### src/rtl/mpwm_pkg.sv
`timescale 1ns/1ps
package mpwm_pkg;
  localparam int NPAIR  = 3;
  localparam int NCH    = 2 * NPAIR;
  localparam int A_CTRL = 0;
  localparam int A_PER  = 1;
  localparam int A_DUTY = 2;

  // control register layout, msb first
  typedef struct packed {
    logic [NPAIR-1:0] pol;
    logic             indep;
    logic [1:0]       div;
    logic [1:0]       pres;
  } ctrl_t;
endpackage

### src/rtl/mpwm_regs.sv
`timescale 1ns/1ps
module mpwm_regs
  import mpwm_pkg::*;
#(
  parameter int CW = 8,
  parameter int AW = 3
) (
  input  logic                   clk,
  input  logic                   rst_n,
  input  logic                   run,
  input  logic                   wr_en,
  input  logic [AW-1:0]          wr_addr,
  input  logic [CW-1:0]          wr_data,
  input  logic [AW-1:0]          rd_addr,
  output logic [CW-1:0]          rd_data,
  input  logic                   reload_stb,
  output ctrl_t                  ctrl,
  output logic [CW-1:0]          per_act,
  output logic [NCH-1:0][CW-1:0] duty_act
);
  ctrl_t                  ctrl_q, ctrl_d;
  logic [CW-1:0]          per_stg_q, per_stg_d, per_act_q, per_act_d;
  logic [NCH-1:0][CW-1:0] duty_stg_q, duty_stg_d, duty_act_q, duty_act_d;
  logic                   load_act;

  assign load_act = reload_stb || !run;

  // staging writes; the mode bit is frozen while running
  always_comb begin
    ctrl_d     = ctrl_q;
    per_stg_d  = per_stg_q;
    duty_stg_d = duty_stg_q;
    if (wr_en) begin
      if (wr_addr == AW'(A_CTRL)) begin
        ctrl_d = ctrl_t'(wr_data[7:0]);
        if (run) ctrl_d.indep = ctrl_q.indep;
      end else if (wr_addr == AW'(A_PER)) begin
        per_stg_d = wr_data;
      end else begin
        for (int i = 0; i < NCH; i++)
          if (wr_addr == AW'(A_DUTY + i)) duty_stg_d[i] = wr_data;
      end
    end
  end

  // active compare set follows staging only at reload (or while idle)
  always_comb begin
    per_act_d  = per_act_q;
    duty_act_d = duty_act_q;
    if (load_act) begin
      per_act_d  = per_stg_q;
      duty_act_d = duty_stg_q;
    end
  end

  always_ff @(posedge clk or negedge rst_n) begin
    if (!rst_n) begin
      ctrl_q     <= '0;
      per_stg_q  <= '0;
      per_act_q  <= '0;
      duty_stg_q <= '0;
      duty_act_q <= '0;
    end else begin
      ctrl_q     <= ctrl_d;
      per_stg_q  <= per_stg_d;
      per_act_q  <= per_act_d;
      duty_stg_q <= duty_stg_d;
      duty_act_q <= duty_act_d;
    end
  end

  always_comb begin
    rd_data = '0;
    if (rd_addr == AW'(A_CTRL)) begin
      rd_data = CW'(ctrl_q);
    end else if (rd_addr == AW'(A_PER)) begin
      rd_data = per_stg_q;
    end else begin
      for (int i = 0; i < NCH; i++)
        if (rd_addr == AW'(A_DUTY + i)) rd_data = duty_stg_q[i];
    end
  end

  assign ctrl     = ctrl_q;
  assign per_act  = per_act_q;
  assign duty_act = duty_act_q;

  // mode bit cannot move while the PWM runs
  a_r6_mode_locked: assert property (@(posedge clk) disable iff (!rst_n)
    run |=> ctrl_q.indep == $past(ctrl_q.indep));

  // active period only changes on a reload strobe or while idle
  a_r11_active_held: assert property (@(posedge clk) disable iff (!rst_n)
    (run && !reload_stb) |=> per_act_q == $past(per_act_q));
endmodule

### src/rtl/mpwm_timebase.sv
`timescale 1ns/1ps
module mpwm_timebase #(
  parameter int CW = 8
) (
  input  logic          clk,
  input  logic          rst_n,
  input  logic          run,
  input  logic [1:0]    pres,
  input  logic [1:0]    div_hold,
  input  logic [CW-1:0] per_act,
  output logic [CW-1:0] cnt,
  output logic          reload_stb
);
  localparam int PW = 3;  // prescale and reload counters reach 7

  logic [PW-1:0] pre_q, pre_d, pre_lim;
  logic [PW-1:0] rl_q, rl_d, rl_lim;
  logic [CW-1:0] cnt_q, cnt_d;
  logic [1:0]    div_q, div_d;
  logic          tick, wrap, stb;

  assign pre_lim = PW'((4'd1 << pres) - 4'd1);
  assign rl_lim  = PW'((4'd1 << div_q) - 4'd1);
  assign tick    = run && (pre_q >= pre_lim);
  assign wrap    = tick && (cnt_q >= per_act);
  assign stb     = wrap && (rl_q >= rl_lim);

  always_comb begin
    pre_d = pre_q;
    cnt_d = cnt_q;
    rl_d  = rl_q;
    div_d = div_q;
    if (!run) begin
      pre_d = '0;
      cnt_d = '0;
      rl_d  = '0;
      div_d = div_hold;
    end else begin
      pre_d = tick ? '0 : pre_q + PW'(1);
      if (wrap) begin
        cnt_d = '0;
        div_d = div_hold;
        rl_d  = stb ? '0 : rl_q + PW'(1);
      end else if (tick) begin
        cnt_d = cnt_q + CW'(1);
      end
    end
  end

  always_ff @(posedge clk or negedge rst_n) begin
    if (!rst_n) begin
      pre_q <= '0;
      cnt_q <= '0;
      rl_q  <= '0;
      div_q <= '0;
    end else begin
      pre_q <= pre_d;
      cnt_q <= cnt_d;
      rl_q  <= rl_d;
      div_q <= div_d;
    end
  end

  assign cnt        = cnt_q;
  assign reload_stb = stb;

  // the active spacing only moves on a period boundary
  a_r2_div_at_boundary: assert property (@(posedge clk) disable iff (!rst_n)
    (run && !wrap) |=> div_q == $past(div_q));

  // a reload strobe only appears where a period ends
  a_r1_strobe_at_wrap: assert property (@(posedge clk) disable iff (!rst_n)
    reload_stb |-> (cnt_q >= per_act) && run);

  // counters are held at zero while idle
  a_r10_idle_zero: assert property (@(posedge clk) disable iff (!rst_n)
    !run |=> (cnt_q == '0) && (rl_q == '0));

  // counter stays inside the active period
  a_r4_count_in_range: assert property (@(posedge clk) disable iff (!rst_n)
    cnt_q <= per_act);
endmodule

### src/rtl/mpwm_outstage.sv
`timescale 1ns/1ps
module mpwm_outstage
  import mpwm_pkg::*;
#(
  parameter int CW = 8
) (
  input  logic                   clk,
  input  logic                   rst_n,
  input  logic                   run,
  input  logic                   indep,
  input  logic [NPAIR-1:0]       pol,
  input  logic [CW-1:0]          cnt,
  input  logic [NCH-1:0][CW-1:0] duty_act,
  output logic [NCH-1:0]         pwm_out
);
  logic [NCH-1:0] cmp;
  logic [NCH-1:0] out_d, out_q;

  for (genvar c = 0; c < NCH; c++) begin : g_cmp
    assign cmp[c] = cnt < duty_act[c];
  end

  for (genvar p = 0; p < NPAIR; p++) begin : g_pair
    logic hi, lo;
    always_comb begin
      hi = run && cmp[2*p];
      lo = run && (indep ? cmp[2*p+1] : !cmp[2*p]);
      out_d[2*p]   = hi ^ pol[p];
      out_d[2*p+1] = lo ^ pol[p];
    end

    // in pair mode the two outputs are always opposite while running
    a_r4_pair_complement: assert property (@(posedge clk) disable iff (!rst_n)
      (run && !indep) |=> out_q[2*p] != out_q[2*p+1]);

    // idle level of each pair equals its polarity bit
    a_r10_idle_level: assert property (@(posedge clk) disable iff (!rst_n)
      !run |=> out_q[2*p+1 -: 2] == {2{$past(pol[p])}});
  end

  always_ff @(posedge clk or negedge rst_n) begin
    if (!rst_n) out_q <= '0;
    else        out_q <= out_d;
  end

  assign pwm_out = out_q;
endmodule

### src/rtl/mpwm_six.sv
`timescale 1ns/1ps
module mpwm_six
  import mpwm_pkg::*;
#(
  parameter int CW = 8,
  parameter int AW = $clog2(NCH + 2)
) (
  input  logic           clk,
  input  logic           rst_n,
  input  logic           run,
  input  logic           wr_en,
  input  logic [AW-1:0]  wr_addr,
  input  logic [CW-1:0]  wr_data,
  input  logic [AW-1:0]  rd_addr,
  output logic [CW-1:0]  rd_data,
  output logic           reload_stb,
  output logic [NCH-1:0] pwm_out
);
  logic [1:0]             rst_sync;
  logic                   srst_n;
  ctrl_t                  ctrl;
  logic [CW-1:0]          per_act, cnt;
  logic [NCH-1:0][CW-1:0] duty_act;

  always_ff @(posedge clk or negedge rst_n) begin
    if (!rst_n) rst_sync <= '0;
    else        rst_sync <= {rst_sync[0], 1'b1};
  end
  assign srst_n = rst_sync[1];

  mpwm_regs #(.CW(CW), .AW(AW)) u_regs (
    .clk(clk), .rst_n(srst_n), .run(run),
    .wr_en(wr_en), .wr_addr(wr_addr), .wr_data(wr_data),
    .rd_addr(rd_addr), .rd_data(rd_data),
    .reload_stb(reload_stb), .ctrl(ctrl),
    .per_act(per_act), .duty_act(duty_act)
  );

  mpwm_timebase #(.CW(CW)) u_tb (
    .clk(clk), .rst_n(srst_n), .run(run),
    .pres(ctrl.pres), .div_hold(ctrl.div), .per_act(per_act),
    .cnt(cnt), .reload_stb(reload_stb)
  );

  mpwm_outstage #(.CW(CW)) u_out (
    .clk(clk), .rst_n(srst_n), .run(run),
    .indep(ctrl.indep), .pol(ctrl.pol), .cnt(cnt),
    .duty_act(duty_act), .pwm_out(pwm_out)
  );
endmodule

### config.mk
export PLATFORM = sky130hd
export DESIGN_NAME = mpwm_six
export DESIGN_NICKNAME = d
export VERILOG_FILES = /design/src/rtl/mpwm_pkg.sv /design/src/rtl/mpwm_regs.sv /design/src/rtl/mpwm_timebase.sv /design/src/rtl/mpwm_outstage.sv /design/src/rtl/mpwm_six.sv
export SDC_FILE = /design/constraint.sdc
export NUM_CORES = 1
export LEC_CHECK = 0
export ABC_AREA = 1
export BUFFER_PORTS_ARGS = -buffer_cell sky130_fd_sc_hd__clkbuf_2
export CAP_MARGIN = 20
export CORE_ASPECT_RATIO = 0.7
export CORE_UTILIZATION = 55
export CTS_CLUSTER_SIZE = 30
export DETAILED_ROUTE_END_ITERATION = 6
export HOLD_SLACK_MARGIN = 0.05
export PLACE_DENSITY_LB_ADDON = 0.08
export SKIP_LAST_GASP = 1
export SLEW_MARGIN = 20
export SYNTH_ARGS = -nofsm -noshare
export SYNTH_HDL_FRONTEND = slang
export SYNTH_SLANG_ARGS = --single-unit
### constraint.sdc
create_clock -name clk -period 4.9 [get_ports clk]
set_input_delay 0.49 -clock clk [delete_from_list [all_inputs] [get_ports clk]]
set_output_delay 0.49 -clock clk [all_outputs]
set_load 0.01 [all_outputs]
==> metrics.txt <==
status completed; crit end category output pin; Hold/Removal Path Class flop to flop; XOR/XNOR Fraction of Synth Area 0.0102; cells after synthesis 936; Die Area 14,600 um2; I/O pins 33; Mapped Nets just over 1,000; routed len/inst 17.5 um; CTS max path bufs 2; clock sink count 144; total gr overflow 0; Hold Crit Start rst_sync[0]; Critical Path RT 4.41 ns; Die H 101 um; worst slew pin tran 0.998 ns; Synth async-reset ratio 1.00; Root Buffer clkbuf_16; routability cong. 0.975; Post-Route WL 20,300 um; layout cells sized above 1 0.114; Site Rows 35; Crit path arrival time 2.68 ns; minimum clock period 3.17 ns; number of synthesized flops with an enable pin 0; max-cap violation count 0; hold depth 0; Core Box Area 13,400 um2; post-route ant nets 0; initial antenna violation count 0; Rel. slew slack 0.329; unrepaired setup endpoints after global routing false; number of synthesis warnings 0; DR vias/cell between 5 and 6; area of the mapped netlist 7750 um2; f_max 0.315 GHz; diode count 0; drt first pass iters 5; most used flip-flop cell after synthesis dfrtp_1; clk slew on worst S/H paths 0.06 ns; DP Wirelength 14,300 um; crit-path max FO 58; Initial Utilization 0.576; Worst-Skew Late Latency ~0.42 ns; DRC 0; Worst Reg-to-Reg Cells 10; final instance area 8590 um2; post-synthesis simple-gate area fraction 0.263; largest net degree at the start of global routing 71; CP Class flop to output pin; Fin. Hold Viols 0; GRT Total Usage 0.308; die width 144 um; initial drt markers approximately 670; first-pass GRT wire length roughly 33,000 um; Final #Nets 1,036; Final Max Slew Viols 0; Synth Register Bits 144; final setup fails 0; crit path launch type flop; syn_area_per_cell between 8 and 9 um2; Hold EP rst_sync[1]; post-synthesis compound-gate area fraction 0.0827; Vias 6,401; CTS tree yes; Lkg Pwr 0.00456 uW; register area share after synthesis 0.465; setup TNS 0 ns; post-CTS setup buffer count 0; Adder-Cell Fraction of Synth Area 0.0953; flop2flop setup slack 1.80 ns; power per cell area 489 nW/um2; total CTS buffers 17; Tcrit/Tclk final 0.647; Peak VDD IR 0.283 mV; placed instance area approximately 8000 um2; PortBufs 32; post-synthesis mux area share 0; RR Startpoint u_tb.cnt[6]; vias in the first global route 6,103; Post-Route Skew 0.00862 ns; CTS H-tree lvls 4; reg2reg end u_regs.duty_act[30]; Layout Area Growth over Synthesis 10.9%; largest family of logic cells by synthesized area simple AND/OR/NAND/NOR gates; Cell variety after synth 36
## cells by family after synthesis
family                     after synthesis
adders and majority gates               59
xor gates and xnor gates                 9
buffers and inverters                  143
other                                    1
AOI/OAI and AO/OA                      117
and+or+nand+nor                        463
DFF                                    144
## worst max path at each step
stage / from / end / slack (ns) / depth (start not counted)
after floorplan: rst_sync[1] / u_out.pwm_out[0] / 0.59 / 0
after global placement: u_regs.ctrl[1] / u_regs.duty_act[30] / 1.91 / 11
after detailed placement: u_tb.cnt[2] / u_regs.duty_act[30] / 1.84 / 12
after CTS: u_tb.cnt[2] / reload_stb / 1.73 / 11
after global routing: u_tb.cnt[2] / reload_stb / 1.50 / 11
final: u_tb.cnt[6] / reload_stb / 1.73 / 9
## power by group
part / internal (uW) / total, uW / switching (uW)
combinational: 376 / 1040 / 665
clock: 872 / 1430 / 553
sequential: 1450 / 1730 / 278
## sequential cells by signal, indices dropped and copies added (netlist names)
| signal | count |
|---|---|
| u_tb.cnt | 8 |
| u_regs.duty_stg_q | 48 |
| u_regs.ctrl | 8 |
| u_regs.per_stg_q | 8 |
| rst_sync | 2 |
| u_tb.div_q | 2 |
| u_out.pwm_out | 6 |
| u_tb.rl_q | 3 |
| u_regs.duty_act | 48 |
| u_regs.per_act | 8 |
| u_tb.pre_q | 3 |
## cells in the mapped netlist (3+ instances only)
| cell type | instances | area [um2] |
|---|---|---|
| a21oi_1 | 32 | 160 |
| buf_12 | 3 | 60.1 |
| buf_2 | 8 | 40.0 |
| buf_4 | 3 | 22.5 |
| buf_6 | 4 | 45.0 |
| clkbuf_1 | 13 | 48.8 |
| dfrtp_1 | 144 | 3600 |
| ha_1 | 59 | 738 |
| inv_1 | 107 | 402 |
| nand2_1 | 286 | 1070 |
| nand2_2 | 30 | 188 |
| nand3_1 | 78 | 390 |
| nand4_1 | 24 | 150 |
| nor2_1 | 31 | 116 |
| nor3_1 | 3 | 15.0 |
| nor3_2 | 3 | 30.0 |
| o211ai_1 | 7 | 52.6 |
| o21a_1 | 6 | 45.0 |
| o21ai_0 | 62 | 310 |
| o22ai_1 | 7 | 43.8 |
| xor2_1 | 8 | 70.1 |
## worst max-delay path: stages (launching register included)
cell	delay (ns)
dfrtp_1	0.66
ha_1	0.34
nand2_1	0.11
nor2_1	0.06
nor2_1	0.11
nand3_2	0.14
nand3_4	0.07
buf_4	0.49
inv_1	0.10
clkbuf_2	0.15
## metrics by stage
stage	utilization	power, uW	cells	setup slack [ns]	hold slack [ns]
global route	0.639	4470	1157	1.50	0.368
finish	0.639	4200	1157	1.73	0.349
CTS	0.639	4200	1157	1.73	0.354
floorplan	-	2440	936	0.591	0.194
detailed placement	0.591	2760	1124	1.84	0.277
global placement	0.591	2710	1124	1.91	0.276
## final cells by class
cell class / instances / area, um2
inverter: 110 / 413
clock buffer: 17 / 425
tap: 185 / 231
sequential: 144 / 3610
multi-input combinational: 649 / 3500
timing repair buffer: 37 / 200
fill: 1174 / 4850
clock inverter: 15 / 219
## layout by cell type, fill, tap and decap left out, types with 8 or more instances in the layout
cell type    n
dfrtp_1    143
nand2_2     30
ha_1        59
nand4_1     24
clkbuf_16   17
o21ai_0     62
nor2_1      31
xor2_1       8
nand2_1    286
inv_1      107
clkbuf_2    32
nand3_1     78
a21oi_1     32
## what timing repair did
item                      CTS  global route
hold endpoints to repair    2             0
resized for setup           0             0
hold buffers                1             0
## per-layer routing
metal	global-route usage	part of all wire	vias to the layer above
li1	-	-	3084
met1	0.473	0.49	3037
met2	0.441	0.41	252
met3	0.0572	0.079	28
met4	0.0851	0.015	0
met5	0	0	-
Power figures use the tool's default switching activity.
